**src/rtl/hmac_sha1_pkg.sv**
```systemverilog
package hmac_sha1_pkg;
  localparam int WORD_W  = 32;
  localparam int STATE_W = 160;
  localparam int CHUNK_W = 512;
  localparam int ROUNDS  = 80;
  localparam int LEN_W   = 64;
  localparam int RND_W   = $clog2(ROUNDS);

  localparam logic [STATE_W-1:0] SHA1_IV =
    160'h67452301_EFCDAB89_98BADCFE_10325476_C3D2E1F0;

  typedef enum logic [1:0] {ST_IDLE, ST_CHUNK0, ST_CHUNK1} eng_st_t;

  function automatic logic [31:0] rotl(input logic [31:0] x, input int n);
    return (x << n) | (x >> (32 - n));
  endfunction

  // One compression round on the packed {a,b,c,d,e} state
  function automatic logic [STATE_W-1:0] sha1_round(input logic [STATE_W-1:0] s,
                                                     input logic [31:0] w,
                                                     input logic [RND_W-1:0] t);
    logic [31:0] a, b, c, d, e, f, k, tmp;
    {a, b, c, d, e} = s;
    if (t < 7'd20) begin
      f = (b & c) | (~b & d);
      k = 32'h5A827999;
    end else if (t < 7'd40) begin
      f = b ^ c ^ d;
      k = 32'h6ED9EBA1;
    end else if (t < 7'd60) begin
      f = (b & c) | (b & d) | (c & d);
      k = 32'h8F1BBCDC;
    end else begin
      f = b ^ c ^ d;
      k = 32'hCA62C1D6;
    end
    tmp = rotl(a, 5) + f + e + k + w;
    return {tmp, a, rotl(b, 30), c, d};
  endfunction

  function automatic logic [STATE_W-1:0] add_state(input logic [STATE_W-1:0] x,
                                                    input logic [STATE_W-1:0] y);
    logic [STATE_W-1:0] r;
    for (int i = 0; i < STATE_W / WORD_W; i++)
      r[i*WORD_W +: WORD_W] = x[i*WORD_W +: WORD_W] + y[i*WORD_W +: WORD_W];
    return r;
  endfunction
endpackage

```
**src/rtl/hmac_msg_prep.sv**
```systemverilog
module hmac_msg_prep #(
  parameter int         KEY_W     = 512,
  parameter int         VAL_W     = 160,
  parameter logic [7:0] IPAD_BYTE = 8'h36,
  parameter logic [7:0] OPAD_BYTE = 8'h5C,
  localparam int        MSG_W     = KEY_W + VAL_W
) (
  input  logic             step_sel,
  input  logic [KEY_W-1:0] key,
  input  logic [VAL_W-1:0] iter_blk,
  input  logic [VAL_W-1:0] prev_hash,
  output logic [MSG_W-1:0] msg
);
  localparam int NBYTES = KEY_W / 8;
  localparam logic [KEY_W-1:0] IPAD_V = {NBYTES{IPAD_BYTE}};
  localparam logic [KEY_W-1:0] OPAD_V = {NBYTES{OPAD_BYTE}};

  always_comb begin
    if (step_sel) msg = {key ^ OPAD_V, prev_hash};
    else          msg = {key ^ IPAD_V, iter_blk};
  end
endmodule

```
**src/rtl/sha1_sched.sv**
```systemverilog
module sha1_sched #(
  parameter int CHUNK_W = 512,
  parameter int WORD_W  = 32
) (
  input  logic               clk,
  input  logic               load,
  input  logic               shift,
  input  logic [CHUNK_W-1:0] chunk,
  output logic [WORD_W-1:0]  w_cur
);
  localparam int NW = CHUNK_W / WORD_W;

  logic [WORD_W-1:0] win [NW];
  logic [WORD_W-1:0] mix, w_new;

  assign mix   = win[13] ^ win[8] ^ win[2] ^ win[0];
  assign w_new = {mix[WORD_W-2:0], mix[WORD_W-1]};
  assign w_cur = win[0];

  // 16-word sliding window: slot 0 is the word used by the current round
  always_ff @(posedge clk) begin
    if (load) begin
      for (int i = 0; i < NW; i++) win[i] <= chunk[CHUNK_W-1-WORD_W*i -: WORD_W];
    end else if (shift) begin
      for (int i = 0; i < NW - 1; i++) win[i] <= win[i+1];
      win[NW-1] <= w_new;
    end
  end
endmodule

```
**src/rtl/hmac_sha1_engine.sv**
```systemverilog
module hmac_sha1_engine
  import hmac_sha1_pkg::*;
#(
  parameter int         KEY_W     = 512,
  parameter int         VAL_W     = 160,
  parameter logic [7:0] IPAD_BYTE = 8'h36,
  parameter logic [7:0] OPAD_BYTE = 8'h5C
) (
  input  logic               clk,
  input  logic               rst_n,
  input  logic               start,
  input  logic               step_sel,
  input  logic [KEY_W-1:0]   key,
  input  logic [VAL_W-1:0]   iter_blk,
  input  logic [VAL_W-1:0]   prev_hash,
  output logic [STATE_W-1:0] digest,
  output logic               ready
);
  localparam int MSG_W    = KEY_W + VAL_W;
  localparam int ZERO_W   = CHUNK_W - VAL_W - 1 - LEN_W;
  localparam logic [LEN_W-1:0] MSG_LEN = LEN_W'(MSG_W);
  localparam logic [RND_W-1:0] LAST_RND = RND_W'(ROUNDS - 1);

  eng_st_t              st_q;
  logic [RND_W-1:0]     rnd_q;
  logic [VAL_W-1:0]     tail_q;
  logic [STATE_W-1:0]   work_q, chain_q, digest_q;
  logic                 ready_q;

  logic [MSG_W-1:0]     msg;
  logic [CHUNK_W-1:0]   chunk1, load_chunk;
  logic [WORD_W-1:0]    w_cur;
  logic [STATE_W-1:0]   work_nxt, chunk_sum;
  logic                 idle, accept, last, sch_load;

  hmac_msg_prep #(
    .KEY_W(KEY_W), .VAL_W(VAL_W), .IPAD_BYTE(IPAD_BYTE), .OPAD_BYTE(OPAD_BYTE)
  ) u_prep (
    .step_sel(step_sel), .key(key), .iter_blk(iter_blk),
    .prev_hash(prev_hash), .msg(msg)
  );

  assign idle       = (st_q == ST_IDLE);
  assign accept     = idle && start;
  assign last       = (rnd_q == LAST_RND);
  assign chunk1     = {tail_q, 1'b1, {ZERO_W{1'b0}}, MSG_LEN};
  assign sch_load   = accept || (st_q == ST_CHUNK0 && last);
  assign load_chunk = idle ? msg[MSG_W-1:VAL_W] : chunk1;

  sha1_sched #(.CHUNK_W(CHUNK_W), .WORD_W(WORD_W)) u_sched (
    .clk(clk), .load(sch_load), .shift(!idle), .chunk(load_chunk), .w_cur(w_cur)
  );

  assign work_nxt  = sha1_round(work_q, w_cur, rnd_q);
  assign chunk_sum = add_state(chain_q, work_nxt);

  always_ff @(posedge clk) begin
    if (!rst_n) begin
      st_q     <= ST_IDLE;
      rnd_q    <= '0;
      tail_q   <= '0;
      work_q   <= '0;
      chain_q  <= '0;
      digest_q <= '0;
      ready_q  <= 1'b0;
    end else begin
      ready_q <= 1'b0;
      unique case (st_q)
        ST_IDLE: if (start) begin
          tail_q  <= msg[VAL_W-1:0];
          work_q  <= SHA1_IV;
          chain_q <= SHA1_IV;
          rnd_q   <= '0;
          st_q    <= ST_CHUNK0;
        end
        ST_CHUNK0: if (last) begin
          chain_q <= chunk_sum;
          work_q  <= chunk_sum;
          rnd_q   <= '0;
          st_q    <= ST_CHUNK1;
        end else begin
          work_q <= work_nxt;
          rnd_q  <= rnd_q + 7'd1;
        end
        ST_CHUNK1: if (last) begin
          digest_q <= chunk_sum;
          ready_q  <= 1'b1;
          rnd_q    <= '0;
          st_q     <= ST_IDLE;
        end else begin
          work_q <= work_nxt;
          rnd_q  <= rnd_q + 7'd1;
        end
        default: st_q <= ST_IDLE;
      endcase
    end
  end

  assign digest = digest_q;
  assign ready  = ready_q;

  // Assertions
  p_ready_pulse_r5: assert property (@(posedge clk) disable iff (!rst_n)
    ready |=> !ready);
  p_ready_source_r5: assert property (@(posedge clk) disable iff (!rst_n)
    $rose(ready) |-> $past(st_q == ST_CHUNK1 && last));
  p_digest_hold_r6: assert property (@(posedge clk) disable iff (!rst_n)
    !ready |-> $stable(digest));
  p_start_ignored_r7: assert property (@(posedge clk) disable iff (!rst_n)
    (st_q == ST_CHUNK0 && !last && start) |=> (st_q == ST_CHUNK0 && rnd_q == $past(rnd_q) + 7'd1));
  p_capture_hold_r4: assert property (@(posedge clk) disable iff (!rst_n)
    !idle |=> $stable(tail_q));
  p_accept_r8: assert property (@(posedge clk) disable iff (!rst_n)
    accept |=> (st_q == ST_CHUNK0 && rnd_q == '0));
  p_round_range_r5: assert property (@(posedge clk) disable iff (!rst_n)
    rnd_q <= LAST_RND);
endmodule

```
**config.mk**
```make
export PLATFORM = sky130hd
export DESIGN_NAME = hmac_sha1_engine
export DESIGN_NICKNAME = d
export VERILOG_FILES = /design/src/rtl/hmac_sha1_pkg.sv /design/src/rtl/hmac_msg_prep.sv /design/src/rtl/sha1_sched.sv /design/src/rtl/hmac_sha1_engine.sv
export SDC_FILE = /design/constraint.sdc
export NUM_CORES = 2
export LEC_CHECK = 0
export BUFFER_PORTS_ARGS = -buffer_cell sky130_fd_sc_hd__clkbuf_2
export CORE_MARGIN = 2
export CORE_UTILIZATION = 25
export DETAILED_ROUTE_END_ITERATION = 10
export GPL_ROUTABILITY_DRIVEN = 0
export PLACE_DENSITY = 0.41
export SETUP_SLACK_MARGIN = 0.02
export SYNTH_ARGS = -nofsm -noshare
export SYNTH_HDL_FRONTEND = slang
export SYNTH_SLANG_ARGS = --single-unit
```
**constraint.sdc**
```tcl
create_clock -name clk -period 17.7 [get_ports clk]
set_input_delay 3.54 -clock clk [delete_from_list [all_inputs] [get_ports clk]]
set_output_delay 3.54 -clock clk [all_outputs]
set_load 0.02 [all_outputs]
```
==> metrics.md <==
| Metric | Value |
|---|---|
| Routed len/inst | `29.2 um` |
| CP most frequent cell | `fa_1` |
| Post-CTS Setup Inserts | `0` |
| H-tree depth | `4` |
| Row count | `186` |
| Non-filler cells, final | `11,200` |
| Max-slew violations | `0` |
| Final hold slack | `0.452 ns` |
| Post-synth EDFFs | `512` |
| Clk_lat worst skew | `0.84 ns` |
| Post-place instance area | `73,100 um2` |
| Worst setup path category | `flip-flop to flip-flop` |
| Register area share after synthesis | `43.8%` |
| DRC errors left | `0` |
| Max Buffers Root-to-Sink | `3` |
| Average size of a mapped cell | `9.31 um2` |
| First-pass GRT wire length | `447,000 um` |
| Power per cell area | `120 nW/um2` |
| Largest net degree at the start of global routing | `229` |
| Pre-CTS setup slack | `9.19 ns` |
| Most common cell in the netlist | `nand2_1` |
| Final period utilization | `49.7%` |
| Setup violators final | `0` |
| IO Count | `997` |
| Largest area contributor in the netlist | `edfxtp_1` |
| Synthesis warning total | `0` |
| Root Buffer | `clkbuf_16` |
| Slew margin rel. | `13.2%` |
| Synth Flop Type | `dfxtp_1` |
| Inserted Clock Buffers | `151` |
| Post-Syn Area | `64,800 um2` |
| Drt first pass iters | `6` |
| Slowest stage cell, crit path | `a2111oi_0` |
| Total Wirelength | `328,000 um` |
| Layout cell share with drive strength beyond 1 | `18.3%` |
| Minimum clock period | `8.80 ns` |
| Vias/cell | `5.12` |
| Async SR Flop Fraction | `0%` |
| Worst setup margin | `8.90 ns` |
| Core area | `257,000 um2` |
| Post-synth top cells | `nand2_1, dfxtp_1, nor2_1` |
| Vias in the first global route | `56,700` |
| Port bufs | `996` |
| Yosys reg bits | `1,162` |
| Critical Path Fanout Max | `36` |
| Initial antenna violation count | `91` |
| LEAKAGE | `33.8 nW` |
| Final TNS setup | `0 ns` |
| CP max stage delay | `1.04 ns` |
| Syn nets | `8,119` |
| Die X-Extent | `513 um` |
| Total track usage | `24.0%` |
| DRT antenna net count | `0` |
| Synth top area share | `23.7%` |
| Final Instance Area | `78,200 um2` |
| CP Capture Type | `flip-flop` |
| Syn Inst Count | `6,960` |
| Status | `finished clean` |
| FMAX | `114 MHz` |
| Via Count | `57,500` |
| Maximum VDD drop | `109 uV` |
| Nets | `8,858` |
| Unrepaired setup endpoints after global routing | `no` |
| Initial Utilization | `25.2%` |
| Synth unique cells | `87` |
| Setup crit start kind | `flip-flop` |
| Dpl hpwl | `252,000 um` |
| Post-CTS Resized | `0` |
| Fin Clk Skew | `0.0558 ns` |
| Top post-synthesis cells by area | `edfxtp_1, dfxtp_1, nand2_1` |
| Final hold viol count | `0` |
| Worst Max-Slew Pin Slew | `1.29 ns` |
| Cts hold-fix bufs | `0` |
| Die Area | `263,000 um2` |
| Required time worst endpoint | `18.37 ns` |
| Layout area overhead | `20.7%` |
| Worst EP arrival | `9.47 ns` |
| GR Overflow Total | `0` |
| CTS tree | `yes` |
| DRT iter0 DRCs | `5,052` |
| Dpl cells | `10,900` |
| Hold Crit Class | `flip-flop to flip-flop` |
| Clock slew seen by the registers of the worst setup and hold paths | `0.06 ns` |
| CTS sink count | `1,162` |
| Die H | `513 um` |
| Max_cap viols | `0` |
-- where the power goes --
| part | internal (mW) | leakage [nW] | switching, mW | total (mW) |
|---|---|---|---|---|
| clock network | 1.84 | 2.44 | 1.34 | 3.18 |
| logic | 0.976 | 20.8 | 1.86 | 2.84 |
| registers | 3.16 | 10.5 | 0.248 | 3.41 |
-- stage by stage --
| step | utilization, % | total power [mW] |
|---|---|---|
| 6_report | 30.4 | 9.43 |
| 5_1_grt | 30.4 | 9.86 |
| 4_1_cts | 30.4 | 9.51 |
| 3_5_place_dp | 28.4 | 6.30 |
| 3_3_place_gp | 28.4 | 6.28 |
| 2_1_floorplan | - | 5.19 |
-- state kept, by name, summed over array words and instances, names as in the netlist --
name and count:
st_q 2, chain_q 160, tail_q 160, digest 160
rnd_q 7, u_sched.win 512, ready 1, work_q 160
-- final timing paths --
check,cells past startpoint,end,slack [ns],startpoint
max,30,digest[159],8.90,rnd_q[4]
max reg2reg,30,digest[159],8.90,rnd_q[4]
min reg2reg,2,digest[118],0.45,digest[118]
min,2,digest[118],0.45,digest[118]
-- worst max-delay path, delay by kind of cell, from the launching register on --
kind,cells,cell delay (ns)
flops,1,0.48
compound gates,12,3.44
fa+ha+maj,6,2.40
xor+xnor,1,0.24
buf+inv,4,0.77
simple gates,7,1.30
-- per-layer routing --
| metal | up-vias | GRT usage, % | routed length (um) |
|---|---|---|---|
| li1 | 26400 | - | - |
| met1 | 28600 | 28.7 | 131000 |
| met2 | 1962 | 42.8 | 166000 |
| met3 | 436 | 4.28 | 18300 |
| met4 | 64 | 8.03 | 11200 |
| met5 | - | 0 | 416 |
-- kinds of logic after synthesis --
family          count (synthesis)  share of synthesized area [%]
simple gates                 2054                           13.2
mux                           321                           4.96
fa+ha+maj                     323                           7.68
xor+xnor                      514                           7.01
compound gates               1862                           19.2
buf+inv                       724                           4.20
flops                        1162                           43.8
-- cells in the final DEF (no fill, tap or decap), types with 85 or more instances in the layout --
cell type,count
clkbuf_16,155
xor2_1,194
a21o_1,87
o31ai_1,142
a22oi_1,108
dfxtp_1,650
a21oi_1,376
ha_1,197
inv_1,222
a211oi_1,195
fa_1,125
clkbuf_2,994
buf_4,85
nand3_1,143
nand2_1,1087
nor2_1,532
o21ai_0,446
mux2i_1,321
edfxtp_1,512
xnor2_1,314
-- layout make-up --
cell class	count	area, um2
clock inverter	68	764
timing repair buffer	1086	5750
antenna	30	75.1
inverter	224	856
clock buffer	210	4260
tap	3384	4230
fill	27500	179000
sequential	1162	28400
multi-input combinational	5074	33900
Power figures use the tool's default switching activity.
